[config.mk]
export PLATFORM = sky130hd
export DESIGN_NAME = page_wr_engine
export DESIGN_NICKNAME = d
export VERILOG_FILES = /design/src/rtl/pwe_pkg.sv /design/src/rtl/pwe_page_buf.sv /design/src/rtl/pwe_wr_timer.sv /design/src/rtl/pwe_array.sv /design/src/rtl/page_wr_engine.sv
export SDC_FILE = /design/constraint.sdc
export NUM_CORES = 2
export LEC_CHECK = 0
export BUFFER_PORTS_ARGS = -buffer_cell sky130_fd_sc_hd__buf_2
export CAP_MARGIN = 20
export CORE_ASPECT_RATIO = 0.5
export CORE_MARGIN = 1.5
export CORE_UTILIZATION = 64
export DETAILED_ROUTE_END_ITERATION = 8
export GPL_ROUTABILITY_DRIVEN = 0
export PLACE_DENSITY = 0.81
export REMOVE_ABC_BUFFERS = 1
export SLEW_MARGIN = 40
export SYNTH_ARGS = -nofsm -noshare
export SYNTH_HDL_FRONTEND = slang
export SYNTH_SLANG_ARGS = --single-unit
[constraint.sdc]
create_clock -name clk_i -period 3.5 [get_ports clk_i]
set_input_delay 0.35 -clock clk_i [delete_from_list [all_inputs] [get_ports clk_i]]
set_output_delay 0.35 -clock clk_i [all_outputs]
set_load 0.005 [all_outputs]
[src/rtl/pwe_pkg.sv]
package pwe_pkg;
  localparam int unsigned ADDR_W_DEF = 7;
  localparam int unsigned COL_W_DEF  = 2;
  localparam int unsigned DATA_W_DEF = 8;

  typedef enum logic [0:0] {
    PH_OPEN   = 1'b0,
    PH_COMMIT = 1'b1
  } phase_e;
endpackage

[src/rtl/pwe_page_buf.sv]
module pwe_page_buf #(
  parameter int unsigned ADDR_W = pwe_pkg::ADDR_W_DEF,
  parameter int unsigned COL_W  = pwe_pkg::COL_W_DEF,
  parameter int unsigned DATA_W = pwe_pkg::DATA_W_DEF,
  localparam int unsigned PAGE_W = ADDR_W - COL_W,
  localparam int unsigned NBYTES = 1 << COL_W
) (
  input  logic                          clk_i,
  input  logic                          rst_ni,
  input  logic                          load_i,
  input  logic [ADDR_W-1:0]             addr_i,
  input  logic                          push_i,
  input  logic [DATA_W-1:0]             data_i,
  input  logic                          close_i,
  output logic [PAGE_W-1:0]             page_o,
  output logic [NBYTES-1:0][DATA_W-1:0] bytes_o,
  output logic [NBYTES-1:0]             mask_o,
  output logic                          open_o
);
  logic [COL_W-1:0]              col_q;
  logic [PAGE_W-1:0]             page_q;
  logic [NBYTES-1:0]             mask_q;
  logic [NBYTES-1:0][DATA_W-1:0] bytes_q;
  logic                          open_q;

  always_ff @(posedge clk_i or negedge rst_ni) begin
    if (!rst_ni) begin
      col_q  <= '0;
      page_q <= '0;
      mask_q <= '0;
      open_q <= 1'b0;
    end else if (close_i) begin
      open_q <= 1'b0;
    end else if (load_i) begin
      page_q <= addr_i[ADDR_W-1:COL_W];
      col_q  <= addr_i[COL_W-1:0];
      mask_q <= '0;
      open_q <= 1'b1;
    end else if (push_i) begin
      mask_q[col_q] <= 1'b1;
      col_q         <= col_q + 1'b1;
    end
  end

  for (genvar b = 0; b < NBYTES; b++) begin : g_byte
    always_ff @(posedge clk_i or negedge rst_ni) begin
      if (!rst_ni)
        bytes_q[b] <= '0;
      else if (push_i && !load_i && !close_i && col_q == COL_W'(b))
        bytes_q[b] <= data_i;
    end
  end

  assign page_o  = page_q;
  assign bytes_o = bytes_q;
  assign mask_o  = mask_q;
  assign open_o  = open_q;

  AST_PAGE_FIXED: assert property (@(posedge clk_i) disable iff (!rst_ni)
    push_i && !load_i && !close_i |=> $stable(page_q)) else $error("page moved");
  AST_COL_WRAP: assert property (@(posedge clk_i) disable iff (!rst_ni)
    push_i && !load_i && !close_i && col_q == '1 |=> col_q == '0) else $error("no wrap");
  AST_MASK_SET: assert property (@(posedge clk_i) disable iff (!rst_ni)
    push_i && !load_i && !close_i |=> mask_q[$past(col_q)]) else $error("mask");
endmodule

[src/rtl/pwe_wr_timer.sv]
module pwe_wr_timer #(
  parameter int unsigned CYC = 1250000,
  localparam int unsigned CNT_W = $clog2(CYC + 1)
) (
  input  logic clk_i,
  input  logic rst_ni,
  input  logic start_i,
  output logic busy_o,
  output logic done_o
);
  logic [CNT_W-1:0] cnt_q;
  logic             busy_q;

  always_ff @(posedge clk_i or negedge rst_ni) begin
    if (!rst_ni) begin
      cnt_q  <= '0;
      busy_q <= 1'b0;
    end else if (start_i && !busy_q) begin
      busy_q <= 1'b1;
      cnt_q  <= CNT_W'(CYC - 1);
    end else if (busy_q) begin
      if (cnt_q == '0) busy_q <= 1'b0;
      else             cnt_q  <= cnt_q - 1'b1;
    end
  end

  assign busy_o = busy_q;
  assign done_o = busy_q && (cnt_q == '0);

  AST_BUSY_HOLD: assert property (@(posedge clk_i) disable iff (!rst_ni)
    busy_q && cnt_q != '0 |=> busy_q) else $error("busy dropped early");
  AST_START_BUSY: assert property (@(posedge clk_i) disable iff (!rst_ni)
    start_i && !busy_q |=> busy_q) else $error("no busy");
endmodule

[src/rtl/pwe_array.sv]
module pwe_array #(
  parameter int unsigned ADDR_W = pwe_pkg::ADDR_W_DEF,
  parameter int unsigned COL_W  = pwe_pkg::COL_W_DEF,
  parameter int unsigned DATA_W = pwe_pkg::DATA_W_DEF,
  localparam int unsigned PAGE_W = ADDR_W - COL_W,
  localparam int unsigned NBYTES = 1 << COL_W,
  localparam int unsigned DEPTH  = 1 << ADDR_W
) (
  input  logic                          clk_i,
  input  logic                          rst_ni,
  input  logic                          we_i,
  input  logic [PAGE_W-1:0]             page_i,
  input  logic [NBYTES-1:0]             mask_i,
  input  logic [NBYTES-1:0][DATA_W-1:0] bytes_i,
  input  logic                          rd_en_i,
  input  logic [ADDR_W-1:0]             rd_addr_i,
  output logic [DATA_W-1:0]             rd_data_o
);
  logic [DEPTH-1:0][DATA_W-1:0] mem_q;
  logic [DATA_W-1:0]            rd_q;

  for (genvar w = 0; w < DEPTH; w++) begin : g_word
    localparam logic [ADDR_W-1:0] WA = ADDR_W'(w);
    always_ff @(posedge clk_i or negedge rst_ni) begin
      if (!rst_ni)
        mem_q[w] <= '0;
      else if (we_i && page_i == WA[ADDR_W-1:COL_W] && mask_i[WA[COL_W-1:0]])
        mem_q[w] <= bytes_i[WA[COL_W-1:0]];
    end
  end

  always_ff @(posedge clk_i or negedge rst_ni) begin
    if (!rst_ni)      rd_q <= '0;
    else if (rd_en_i) rd_q <= mem_q[rd_addr_i];
  end

  assign rd_data_o = rd_q;

  AST_ARRAY_HOLD: assert property (@(posedge clk_i) disable iff (!rst_ni)
    !we_i |=> $stable(mem_q)) else $error("array changed without commit");
endmodule

[src/rtl/page_wr_engine.sv]
module page_wr_engine #(
  parameter int unsigned ADDR_W    = pwe_pkg::ADDR_W_DEF,
  parameter int unsigned COL_W     = pwe_pkg::COL_W_DEF,
  parameter int unsigned DATA_W    = pwe_pkg::DATA_W_DEF,
  parameter int unsigned WR_CYCLES = 1250000,
  localparam int unsigned PAGE_W = ADDR_W - COL_W,
  localparam int unsigned NBYTES = 1 << COL_W
) (
  input  logic              clk_i,
  input  logic              rst_ni,
  input  logic              addr_load_i,
  input  logic [ADDR_W-1:0] addr_i,
  input  logic              data_valid_i,
  input  logic [DATA_W-1:0] data_i,
  input  logic              stop_i,
  input  logic              rd_en_i,
  input  logic [ADDR_W-1:0] rd_addr_i,
  output logic [DATA_W-1:0] rd_data_o,
  output logic              rd_ack_o,
  output logic              busy_o
);
  import pwe_pkg::*;

  phase_e                        phase;
  logic                          busy, done;
  logic                          close, load, push, start, rd_go;
  logic                          open;
  logic [PAGE_W-1:0]             page;
  logic [NBYTES-1:0]             mask;
  logic [NBYTES-1:0][DATA_W-1:0] bytes;
  logic                          rd_ack_q;

  assign phase = busy ? PH_COMMIT : PH_OPEN;

  // stop > address load > data
  always_comb begin
    close = 1'b0;
    load  = 1'b0;
    push  = 1'b0;
    rd_go = 1'b0;
    if (phase == PH_OPEN) begin
      close = stop_i;
      load  = addr_load_i && !stop_i;
      push  = data_valid_i && !addr_load_i && !stop_i && open;
      rd_go = rd_en_i;
    end
  end

  assign start = close && open && (|mask);

  pwe_page_buf #(.ADDR_W(ADDR_W), .COL_W(COL_W), .DATA_W(DATA_W)) u_buf (
    .clk_i   (clk_i),
    .rst_ni  (rst_ni),
    .load_i  (load),
    .addr_i  (addr_i),
    .push_i  (push),
    .data_i  (data_i),
    .close_i (close),
    .page_o  (page),
    .bytes_o (bytes),
    .mask_o  (mask),
    .open_o  (open)
  );

  pwe_wr_timer #(.CYC(WR_CYCLES)) u_tmr (
    .clk_i   (clk_i),
    .rst_ni  (rst_ni),
    .start_i (start),
    .busy_o  (busy),
    .done_o  (done)
  );

  pwe_array #(.ADDR_W(ADDR_W), .COL_W(COL_W), .DATA_W(DATA_W)) u_arr (
    .clk_i     (clk_i),
    .rst_ni    (rst_ni),
    .we_i      (done),
    .page_i    (page),
    .mask_i    (mask),
    .bytes_i   (bytes),
    .rd_en_i   (rd_go),
    .rd_addr_i (rd_addr_i),
    .rd_data_o (rd_data_o)
  );

  always_ff @(posedge clk_i or negedge rst_ni) begin
    if (!rst_ni) rd_ack_q <= 1'b0;
    else         rd_ack_q <= rd_go;
  end

  assign rd_ack_o = rd_ack_q;
  assign busy_o   = busy;

  AST_NO_RD_BUSY: assert property (@(posedge clk_i) disable iff (!rst_ni)
    busy_o |=> !rd_ack_o) else $error("read served while busy");
  AST_NO_EMPTY_COMMIT: assert property (@(posedge clk_i) disable iff (!rst_ni)
    stop_i && !busy_o && mask == '0 |=> !busy_o) else $error("empty commit");
  AST_BUF_FROZEN: assert property (@(posedge clk_i) disable iff (!rst_ni)
    busy_o |=> $stable(mask) && $stable(page)) else $error("buffer touched while busy");
endmodule

; ---- After elaboration in Yosys (flattened, before gate mapping)
; Cells that the tools add are included.
; W data, S select, Z words.
[word_totals]
register_bits = 1099
latchBits = 0
ram_bits = 0
mem_bits_ro = 0
inputBits = 28
output_inout_bits = 10
wordCells = 393
n_memories = 0
[classes]
add_sub_neg = 2
n_mul = 0
n_div = 0
magnitude_cmp = 3
eq_ne = 35
shifts = 0
n_mux = 21
n_bitwise = 2
reduce_logical = 190
[ops]
columns = cell, count
row1 = $logic_and A1 B1 Y1, 175
row2 = $eq A5 B5 Y1 const B, 16
row3 = $mux W21, 3
row4 = $bmux W8 S7, 1
row5 = $eq A5 B4 Y1 const B, 8
row6 = $logic_not A21 Y1, 1
row7 = $sub A21 B1 Y21 const B, 1
row8 = $eq A5 B3 Y1 const B, 4
row9 = $mux W1, 11
row10 = $eq A5 B2 Y1 const B, 2
row11 = $lt A7 B8 Y1 const B, 1
row12 = $mux W4, 2
row13 = $mux W8, 1
row14 = $reduce_and A2 Y1, 3
row15 = $reduce_bool A2 Y1, 3
row16 = $eq A5 B1 Y1 const B, 1
row17 = $logic_not A1 Y1, 5
row18 = $logic_not A5 Y1, 1
row19 = $eq A2 B2 Y1 const B, 2
row20 = $mux W2, 2
row21 = $or A4 B4 Y4, 1
row22 = $reduce_or A4 Y1, 1
row23 = $lt A2 B3 Y1 const B, 1
row24 = $add A2 B1 Y2 const B, 1
row25 = other kinds (6), 6

; ---- Depth between registers and ports, before layout
[logic_depth]
depth_word = 8
ltp_mapped = 10
mapped_depth_nobuf = 8

; ---- By module
; From an unflattened synthesis, not the netlist that was laid out.
[unflattened]
cells_unflattened = 3425
area_unflattened_um2 = 50497.2
[by_module_without_submodules]
columns = mod, n_inst, cells_each, area_per_inst_um2, seq_area_each_um2
row1 = pwe_array, 1, 3163, 47261.6, 25824.8
row2 = pwe_page_buf, 1, 118, 1893.1, 1101.1
row3 = pwe_wr_timer, 1, 136, 1261.2, 550.5
row4 = page_wr_engine, 1, 8, 81.3, 25.0

; ---- Worst setup path before layout
; OpenSTA, ideal clock, no wires.
[synth_timing]
kind = reg-to-reg
start = register u_tmr.cnt_q[16]
end = register u_arr.mem_q[712] (netlist bit)
setup_time_ps = 125
arrival_ps = 2916
t_required_ps = 3375
path_slack_ps = 459
stages_incl_launch_ff = 9
path_buffers = 2
synth_period_minus_slack_ps = 3041
path_cell_list = dfrtp_1 -> or4_1 -> or4_4 -> nor3_2 -> buf_4 -> buf_6 -> nand3_4 -> nor2_8 -> mux2_2
[synth_via]
elab_chain_len = 4
[synth_rtl]
columns = element, line_no
row1 = from (decl), pwe_wr_timer.sv:11  ; logic [CNT_W-1:0] cnt_q;
row2 = from (signal assigned), pwe_wr_timer.sv:20  ; cnt_q <= CNT_W'(CYC - 1);
row3 = from (signal assigned), pwe_wr_timer.sv:23  ; else cnt_q <= cnt_q - 1'b1;
row4 = $logic_not A21 Y1, pwe_wr_timer.sv:28  ; assign done_o = busy_q && (cnt_q == '0);
row5 = $logic_and A1 B1 Y1, pwe_wr_timer.sv:28
row6 = $logic_and A1 B1 Y1 (2 in a row), pwe_array.sv:27  ; else if (we_i && page_i == WA[ADDR_W-1:COL_W] && mask_i[WA[COL_W-1:0]])
row7 = "to (signal, indexed assignment)", pwe_array.sv:28  ; mem_q[w] <= bytes_i[WA[COL_W-1:0]];
row8 = to (decl), pwe_array.sv:19  ; logic [DEPTH-1:0][DATA_W-1:0] mem_q;
; Every way passes these cells.
; A chain may end at the register's enable or synchronous reset.

; ---- Worst setup path in the final report
[layout_timing]
start = register u_tmr.cnt_q[16]
end = register u_arr.mem_q[998] (netlist bit)
; The elaborated chain is that of the path after synthesis.

==> results.txt <==
* Post-CTS setup buffer count: 0
* Pre-CTS WS: 0.164 ns
- The path class of the tightest hold or removal check is in2async.
* H-tree Lvls: 3
- Netlist area before placement: 50,500 µm²
- Total grt overflow: 0
- In this run the power density over the cells is 445 nW/µm².
* Most instantiated flip-flop cell in the synthesis netlist: dfrtp_1
- Max Root-Sink Buffers: 3
- Largest stage delay on the critical path: 0.61 ns
- Type of the setup path with the least slack: reg2reg
- For this block, the routed nets add up to 155,000 µm of wire.
* Maximum clock rate: 0.295 GHz
- For this run, design rule violations remaining after detail routing come to 0.
- Die boundary width: 400 µm
* Vias per inst: 7.12
- Top cells by area in the synthesized netlist: dfrtp_1 55%, mux2_2 24%, mux4_2 8.5%
- Worst-margin pin slew: 0.948 ns
- Measured on the finished design, the core utilization comes to 73.0%.
* Area of the die: 80,600 µm²
- Of the synthesized area, sequential elements account for 54.5%.
- The worst register-to-register path has a depth of 7.
* Run status: complete, no violations
- For this run, asynchronously set or reset flops after synthesis account for 100%.
- R2R Setup Slk: 0.11 ns
- Kind of start point of the critical path: flip-flop
* Peak supply drop: 0.356 mV
* Worst Setup Slack, final: 0.109 ns
* CTS tree: built
- Area delta synth->final: 12.4%
* # rows: 72
* Layout cell share with drive strength beyond 1: 50.7%
* Boundary pin count: 38
* Largest net degree at the start of global routing: 90
* Synth cell types: 62
- List of most frequent post-synthesis cells: 1,099 x dfrtp_1, 1,054 x mux2_2, 190 x mux4_2
* Top-area cell type share of the netlist area: 54.5%
- Among all cell types in the netlist, the one instantiated most often is dfrtp_1.
* Clock latency on the worst-skew pair: 0.72 ns
- Total track usage: 39.5%
- Detailed placement ended at an HPWL of 97,700 µm.
* Worst setup skew after layout: 0.0312 ns
- CTS Buf Count: 95
- Excluding fillers, the count of instances in the completed layout stands at 4,631.
- The number of global-route vias before repair was 34,100.
- The signal on the critical path passes through or4_1 > or4_4 > nor3_4 > buf_12 > nand3_1 > nor2_2 > mux2_2.
* Crit path time final: 3.39 ns
* Port buffer count: 37
* RSZ-0062 raised after global routing: no
- Library cell occupying the most area in the post-synthesis netlist: dfrtp_1
- Number of violations reported at the end of detailed-routing iteration 0: 3,843
- Post-placement cell count: 4,434
- Total of flip-flops plus latches after synthesis: 1,099
* CP max-delay cell: nor2_2
- The net count of the finished layout is 3,547.
- For this configuration, the core starts out at a cell density of 65.0%.
- For the worst setup path, the data required time is 4.09 ns.
- Total number of vias: 33,000
- The placed instances occupy a cell area of 53,200 µm².
- Area of the core: 77,700 µm²
- The final number of max-transition violations is 0.
- Synthesized area divided by synthesized cell count: 14.9 µm²
- At the worst endpoint, the arrival time is 3.98 ns.
* Number of antenna violations at the first check in global routing: 3
- Total Power: 0.0252 W
- Counting flops with a built-in enable in the synthesized netlist gives 0.
- The number of endpoints with negative hold slack in the final report was 0.
- Registers take 27,600 µm².
- For this run, the detailed router's first-pass iteration total came to 5.
- After detailed routing, the average wire length per cell comes to 33.4 µm.
* Antenna-violating nets left: 0
- Synthesis Warnings: 0
- With fillers left out, the area of the finished cells amounts to 56,700 µm².
* Clock tree sinks: 1,099
- Worst reg2reg startpoint: u_tmr.cnt_q[16]
* Worst setup EP type: flip-flop
- The tree is rooted in a clkbuf_16.
- Max FO, Critical Path: 21
- Setup violations remaining at the end of the flow were counted as 0.
* Crit path launch: u_tmr.cnt_q[16]
* Cell count after synthesis: 3,376
- Relative slew margins: 36.8%
- The die is 202 µm tall.
- The multi-input combinational cells in the finished layout cover a total of 22,000 µm².
* Count of max-cap constraint violations: 0
- The first global-routing pass estimated 230,000 µm of wire.
* Fillers: 4,718
- Leakage dissipation: 27.3 nW
- Final period utilization: 96.9%
* Clock transition at the registers of the reported paths: 0.07 ns
## power by group
group,internal (W),total [W],switching [W]
clock,0.00649,0.0114,0.00495
combinational,0.000306,0.00104,0.000734
sequential,0.0127,0.0127,0.0000278
## cell families (layout without fill, tap and decap cells)
kind of cell               count (synthesis)  after routing  share of synthesized area [%]
muxes                                   1427           1427                           35.7
DFF                                     1099           1099                           54.5
and+or+nand+nor                          342            342                           4.08
buffers and inverters                    246            461                           1.91
AOI/OAI and AO/OA                        241            241                           3.39
xor gates and xnor gates                  15             15                          0.260
adders and majority gates                  6              6                          0.149
other                                      0              4                              0
## registers in the layout, indices dropped and copies added (netlist names)
signal and flops:
rd_ack_o 1, u_tmr.busy_o 1, u_buf.bytes_o 32, u_buf.col_q 2, u_buf.mask_o 4, u_buf.page_o 5, u_arr.mem_q 1024, u_tmr.cnt_q 21
u_buf.open_o 1, u_arr.rd_data_o 8
## routing by layer
layer | global-route usage (%) | up-vias | share of wire, %
li1 | - | 12900 | -
met1 | 54.4 | 17500 | 38
met2 | 58.1 | 2092 | 45
met3 | 12.8 | 488 | 12
met4 | 17.2 | 4 | 5.0
met5 | 0 | - | 0.020
## worst max-delay path: cells and delay by family, from the launching register on
| family | cells | cell delay (ns) |
|---|---|---|
| buffers and inverters | 1 | 0.22 |
| AND/OR/NAND/NOR | 5 | 2.23 |
| multiplexers | 1 | 0.41 |
| flip-flops | 1 | 0.39 |
## stage by stage
stage	hold WS (ns)	TNS (ns)
final	0.218	0
after detailed placement	0.417	0
after global routing	0.273	0
after global placement	0.404	0
after CTS	0.258	0
after floorplan	0.0544	-151.49
## what timing repair did
action / in CTS / in global routing
hold buffers: 18 / 0
resized for setup: 0 / 3
endpoints found under the setup margin: 0 / 12
endpoints found under the hold margin: 108 / 0
## worst paths after layout
check | endpoint
worst max-delay path | u_arr.mem_q[998]
worst min-delay path | u_tmr.cnt_q[6]
worst max register to register | u_arr.mem_q[998]
worst min register to register | u_arr.mem_q[981]
max in group asynchronous | u_arr.mem_q[602]
min in group clk_i | u_buf.mask_o[2]
## layout make-up
cell class,instances,share of cell area (%)
tap,1036,2.29
inverter,13,0.0860
antenna,4,0.0176
sequential,1099,48.6
multi-input combinational,2031,38.8
clock inverter,47,1.05
clock buffer,128,4.85
timing repair buffer,273,4.24
## layout by cell type, fill, tap and decap left out, types with 50 or more instances in the layout
cell type / instances
o22ai_1: 62
buf_4: 191
clkbuf_16: 97
mux2_2: 1054
mux4_2: 190
o221ai_1: 50
nor2_2: 83
mux2i_1: 154
dfrtp_1: 1067
nand2_1: 70
Note: power is estimated with default switching activity, not from simulation.
